File: config.mk
export PLATFORM = sky130hd
export DESIGN_NAME = pit_timer
export DESIGN_NICKNAME = d
export VERILOG_FILES = /design/src/rtl/pit_pkg.sv /design/src/rtl/pit_prescaler.sv /design/src/rtl/pit_counter.sv /design/src/rtl/pit_timer.sv
export SDC_FILE = /design/constraint.sdc
export NUM_CORES = 1
export LEC_CHECK = 0
export ABC_AREA = 1
export BUFFER_PORTS_ARGS = -buffer_cell sky130_fd_sc_hd__buf_4
export CAP_MARGIN = 30
export CORE_ASPECT_RATIO = 1.2
export CORE_UTILIZATION = 61
export DETAILED_ROUTE_END_ITERATION = 10
export PLACE_DENSITY_LB_ADDON = 0.3
export SETUP_SLACK_MARGIN = 0.15
export SYNTH_ARGS = -nofsm -noshare
export SYNTH_HDL_FRONTEND = slang
export SYNTH_HIERARCHICAL = 1
export SYNTH_SLANG_ARGS = --single-unit
File: constraint.sdc
create_clock -name clk -period 3.4 [get_ports clk]
set_input_delay 0.68 -clock clk [delete_from_list [all_inputs] [get_ports clk]]
set_output_delay 0.68 -clock clk [all_outputs]
set_load 0.01 [all_outputs]
File: src/rtl/pit_pkg.sv
package pit_pkg;

    // Register data width and prescale exponent width are fixed by the layout.
    localparam int REG_W = 16;
    localparam int EXP_W = 4;

    localparam logic [2:0] OFS_CTRL = 3'd0;
    localparam logic [2:0] OFS_MOD  = 3'd2;
    localparam logic [2:0] OFS_CNT  = 3'd4;

    // Control/status word, MSB first.
    typedef struct packed {
        logic [3:0]       rsv_hi;
        logic [EXP_W-1:0] pre_exp;
        logic             rsv7;
        logic             doze;
        logic             dbg;
        logic             ovw;
        logic             ie;
        logic             flag;
        logic             rld;
        logic             en;
    } ctrl_t;

    // Configuration fields whose change forces a counter restart.
    function automatic logic [EXP_W+4:0] cfg_bits(input ctrl_t c);
        return {c.pre_exp, c.doze, c.dbg, c.ovw, c.rld, c.en};
    endfunction

    // Strip reserved bits from a raw write.
    function automatic ctrl_t ctrl_clean(input logic [REG_W-1:0] raw);
        ctrl_t c;
        c        = ctrl_t'(raw);
        c.rsv_hi = '0;
        c.rsv7   = 1'b0;
        return c;
    endfunction

endpackage

File: src/rtl/pit_prescaler.sv
module pit_prescaler
    import pit_pkg::*;
#(
    parameter int XW = EXP_W
) (
    input  logic          clk,
    input  logic          rst,
    input  logic          run_i,
    input  logic          clr_i,
    input  logic [XW-1:0] exp_i,
    output logic          tick_o
);
    localparam int PS_W = 1 << XW;

    logic [PS_W-1:0] phase_q;
    logic [PS_W:0]   span_wide;
    logic [PS_W-1:0] span;

    // Last phase index of a period of 2^(exp+1) cycles.
    always_comb begin
        span_wide = ({{PS_W{1'b0}}, 1'b1} << ({1'b0, exp_i} + (XW+1)'(1)))
                    - (PS_W+1)'(1);
        span      = span_wide[PS_W-1:0];
    end

    assign tick_o = run_i && (phase_q == span);

    always_ff @(posedge clk) begin
        if (rst || clr_i) begin
            phase_q <= '0;
        end else if (run_i) begin
            phase_q <= tick_o ? '0 : phase_q + PS_W'(1);
        end
    end

    AST_TICK_SPACED: assert property (@(posedge clk) disable iff (rst)
        tick_o |=> !tick_o);

endmodule

File: src/rtl/pit_counter.sv
module pit_counter #(
    parameter int CNT_W = 16
) (
    input  logic             clk,
    input  logic             rst,
    input  logic             tick_i,
    input  logic             load_i,
    input  logic [CNT_W-1:0] load_val_i,
    input  logic [CNT_W-1:0] reload_val_i,
    output logic [CNT_W-1:0] cnt_o,
    output logic             expire_o
);
    logic [CNT_W-1:0] cnt_q;

    assign cnt_o    = cnt_q;
    assign expire_o = tick_i && !load_i && (cnt_q == CNT_W'(1));

    always_ff @(posedge clk) begin
        if (rst) begin
            cnt_q <= '1;
        end else if (load_i) begin
            cnt_q <= load_val_i;
        end else if (tick_i) begin
            cnt_q <= (cnt_q == '0) ? reload_val_i : cnt_q - CNT_W'(1);
        end
    end

    AST_STEP_TO_ZERO: assert property (@(posedge clk) disable iff (rst)
        (tick_i && !load_i && cnt_q == CNT_W'(1)) |=> (cnt_q == '0));

    AST_ZERO_RELOADS: assert property (@(posedge clk) disable iff (rst)
        (tick_i && !load_i && cnt_q == '0) |=> (cnt_q == $past(reload_val_i)));

endmodule

File: src/rtl/pit_timer.sv
module pit_timer
    import pit_pkg::*;
#(
    parameter int CNT_W = 16
) (
    input  logic             clk,
    input  logic             rst,
    input  logic             bus_wr,
    input  logic [2:0]       bus_addr,
    input  logic [REG_W-1:0] bus_wdata,
    output logic [REG_W-1:0] bus_rdata,
    output logic             irq_o
);
    ctrl_t            ctrl_q;
    ctrl_t            wv;
    logic [CNT_W-1:0] mod_q;
    logic [CNT_W-1:0] cnt_w;
    logic [CNT_W-1:0] load_val;
    logic [CNT_W-1:0] reload_val;
    logic             wr_ctrl, wr_mod;
    logic             restart, ovw_load, flag_clr;
    logic             tick, expire;

    always_comb begin
        wv       = ctrl_clean(bus_wdata);
        wr_ctrl  = bus_wr && (bus_addr == OFS_CTRL);
        wr_mod   = bus_wr && (bus_addr == OFS_MOD);
        restart  = wr_ctrl && (cfg_bits(wv) != cfg_bits(ctrl_q));
        ovw_load = wr_mod && ctrl_q.ovw;
        flag_clr = (wr_ctrl && wv.flag) || wr_mod;
        if (restart) begin
            load_val = wv.rld ? mod_q : '1;
        end else begin
            load_val = bus_wdata[CNT_W-1:0];
        end
        reload_val = ctrl_q.rld ? mod_q : '1;
    end

    always_ff @(posedge clk) begin
        if (rst) begin
            ctrl_q <= '0;
            mod_q  <= '1;
        end else begin
            if (wr_ctrl) begin
                ctrl_q.ie <= wv.ie;
                if (restart) begin
                    ctrl_q.en      <= wv.en;
                    ctrl_q.rld     <= wv.rld;
                    ctrl_q.ovw     <= wv.ovw;
                    ctrl_q.dbg     <= wv.dbg;
                    ctrl_q.doze    <= wv.doze;
                    ctrl_q.pre_exp <= wv.pre_exp;
                end
            end
            if (wr_mod) begin
                mod_q <= bus_wdata[CNT_W-1:0];
            end
            // Expiry outranks a coincident clear.
            ctrl_q.flag <= expire || (ctrl_q.flag && !flag_clr);
        end
    end

    pit_prescaler #(.XW(EXP_W)) u_pre (
        .clk    (clk),
        .rst    (rst),
        .run_i  (ctrl_q.en),
        .clr_i  (restart),
        .exp_i  (ctrl_q.pre_exp),
        .tick_o (tick)
    );

    pit_counter #(.CNT_W(CNT_W)) u_cnt (
        .clk          (clk),
        .rst          (rst),
        .tick_i       (tick),
        .load_i       (restart || ovw_load),
        .load_val_i   (load_val),
        .reload_val_i (reload_val),
        .cnt_o        (cnt_w),
        .expire_o     (expire)
    );

    always_comb begin
        case (bus_addr)
            OFS_CTRL: bus_rdata = REG_W'(ctrl_q);
            OFS_MOD:  bus_rdata = REG_W'(mod_q);
            OFS_CNT:  bus_rdata = REG_W'(cnt_w);
            default:  bus_rdata = '0;
        endcase
    end

    assign irq_o = ctrl_q.ie & ctrl_q.flag;

    AST_EXPIRY_SETS_FLAG: assert property (@(posedge clk) disable iff (rst)
        expire |=> ctrl_q.flag);

    AST_MOD_WRITE_CLEARS: assert property (@(posedge clk) disable iff (rst)
        (wr_mod && !expire) |=> !ctrl_q.flag);

    AST_IDLE_HOLDS_COUNT: assert property (@(posedge clk) disable iff (rst)
        (!ctrl_q.en && !bus_wr) |=> $stable(cnt_w));

endmodule

==> reports/metrics.yaml <==
final_layout:
  drive_above_1_share_pct: 17.1
  area_growth_pct: 10.8
  n_antenna_cell: 0
  nets: 813
  layout_commonest_cell: "nand2_1"
  layout_common_cells: "230 x nand2_1, 88 x inv_1, 88 x nor2_1, 63 x nand3_1, 59 x dfxtp_1"
timing:
  finalSetupTns_ns: 0
  whs_ns: 0.523
  min_period_over_period_pct: 88.8
  fin_crit_ns: 3.02
  clock.fmax_ghz: 0.331
  setup_violations: 0
  skew_ns: 0.00802
  maxSlewViolCount: 0
  tightest_slew_ns: 0.792
  rsz0062_at_grt: "false"
  setup_ws_ns: 0.380
  hold_viol_final: 0
  relSlewSlack_pct: 47.2
routing:
  drtPass1Iterations: 5
  drtIter0Drc: 328
  ant_nets: 0
  vias_per_cell: 5.70
  drt-total-wl_um: 13600
  vias: 5019
  drcViolationCount: 0
  wl_per_cell_um: 15.4
yosys:
  synth-compound-area-share_pct: 14.3
  syn-num-nets: 780
  synth.distinct_cells: 41
  synth.area.mux_share_pct: 0.852
  syn_area_sq_um: 4700
  yosys_warnings: 6
  synth_top_family_by_area: "simple AND/OR/NAND/NOR gates"
  synth-simple-area-share_pct: 42.0
  postSynthCellCount: 753
  synth_area_per_cell_sq_um: 6.24
  synth_xor_area_share_pct: 4.10
  ys_ff_latch: 59
  synth-seq-area-share_pct: 25.1
  synthAdderAreaFrac_pct: 1.33
setup_path:
  critPathLaunchType: "flop"
  crit_path_max_fanout: 17
  path_class: "reg2reg"
  critPathCaptureType: "flop"
  critPathRequiredTime_ns: 3.70
  arrival_ns: 3.32
floorplanning:
  initial_utilization_pct: 63.8
  die_h_um: 98.1
  die_area_sq_um: 8060
  core_region_area_sq_um: 7360
  num_rows: 34
  pin_count: 39
  chipWidth_um: 82.1
clock_tree:
  cts_tree: "done"
  clock_latency_ns: 0.35
  cts_max_level: 3
  cts_hold_buf: 0
  ctsLongestPathBuffers: 2
  cts_made_buffers: 9
  cts.sinks: 59
  cts_setup_buffers: 0
  clk_pin_slew_ns: 0.07
  clockRootBuffer: "clkbuf_8"
  cts_resized: 0
global_routing:
  busiest_layer: "met2"
  use_met2_pct: 60.6
  grt_pass1_wl_um: 22200
  gr-total-overflow: 0
  grt_use_total_pct: 36.3
  met1_usage_pct: 39.0
  grt_max_degree: 34
  use_met3_pct: 6.92
  grt_pass1_vias: 4839
  antenna_found_initial: 0
pwr:
  total_leakage_power_nw: 2.42
  power.density_nw_per_um2: 331
  vdd_ir_drop_max_mv: 0.231
hold_path:
  hold_class: "reg2reg"
placement:
  gp_congestion: 1.05
  hpwlAfterDp_um: 9940
  dp_slack_ns: 0.445
  port_buffers: 38
run_status:
  outcome: "finished, final reports clean"
job:
  maxCapViolCount: 0
cell families after synthesis:
logic type               count (synthesis)
AO/OA/AOI/OAI                           93
XOR/XNOR                                22
adder cells (fa/ha/maj)                  5
buffers and inverters                  124
flip-flops                              59
multiplexers                             4
other                                    1
AND/OR/NAND/NOR                        445
metal layers:
metal | vias to the layer above | routed length, um
li1 | 2476 | -
met1 | 2271 | 5090
met2 | 210 | 6710
met3 | 62 | 910
met4 | 0 | 867
met5 | - | 0
sequential cells by signal (all words and copies together), names as in the netlist:
name / flops
mod_q: 16
ctrl_q: 11
u_pre/phase_q: 16
u_cnt/cnt_o: 16
power breakdown:
part           internal (mW)  switching (mW)  total [mW]
clock                  0.432           0.313       0.745
sequential             0.709          0.0210       0.730
combinational         0.0960           0.152       0.248
synth_stat cells, drive strengths merged:
| cell type | n | area, sq um |
|---|---|---|
| nand2 | 243 | 950 |
| xnor2 | 7 | 61.3 |
| o211ai | 22 | 165 |
| inv | 94 | 355 |
| o31ai | 1 | 7.51 |
| clkinv | 2 | 7.51 |
| o221ai | 5 | 43.8 |
| mux2i | 4 | 40.0 |
| nand3b | 6 | 48.8 |
| nand4 | 7 | 43.8 |
| and2 | 1 | 6.26 |
| nor2 | 114 | 532 |
| nand3 | 65 | 335 |
| ha | 5 | 62.6 |
| nor3 | 4 | 20.0 |
| a221oi | 16 | 140 |
| a21oi | 10 | 50.1 |
| nor3b | 1 | 12.5 |
| xor2 | 15 | 131 |
| conb | 1 | 3.75 |
| dfxtp | 59 | 1180 |
| clkbuf | 8 | 30.0 |
| o21ai | 39 | 267 |
| or2 | 4 | 25.0 |
| buf | 20 | 179 |
per-stage QoR:
step / util [%] / power [mW] / instances / area (sq um)
4_1_cts: 70.7 / 1.73 / 881 / 5200
3_3_place_gp: 67.6 / 0.983 / 865 / 4980
5_1_grt: 70.7 / 1.78 / 881 / 5200
2_1_floorplan: - / 0.899 / 753 / 4700
3_5_place_dp: 67.6 / 0.989 / 865 / 4980
6_report: 70.7 / 1.72 / 881 / 5200
worst max-delay path, stage by stage (launching register included):
cell	delay, ns
dfxtp_1	0.51
nor2_1	0.12
nand3_1	0.10
ha_1	0.26
nand2_1	0.07
nand3_1	0.06
nor2_1	0.14
nand4_1	0.11
nor2_1	0.12
nand2_1	0.06
nor2_1	0.11
nand3b_2	0.13
nor2_1	0.20
nor2_4	0.14
or2_1	0.25
inv_2	0.14
buf_4	0.21
nand2_1	0.08
inv_1	0.05
nand2_1	0.04
nand2_1	0.05
path summary, 6_finish.rpt:
path,end,start,slack [ns],cells after the start
worst min register to register,ctrl_q[4],ctrl_q[4],0.52,2
worst min-delay path,ctrl_q[4],ctrl_q[4],0.52,2
worst max-delay path,u_cnt/cnt_o[10],ctrl_q[8],0.38,20
worst max register to register,u_cnt/cnt_o[10],ctrl_q[8],0.38,20
cell type report:
cell class                 count  area [sq um]
clock inverter                 6          88.8
inverter                      96           363
multi-input combinational    570          2950
tap                           90           113
timing repair buffer          50           375
fill                         643          2160
clock buffer                  10           138
sequential                    59          1180
Note: power is estimated with default switching activity, not from simulation.
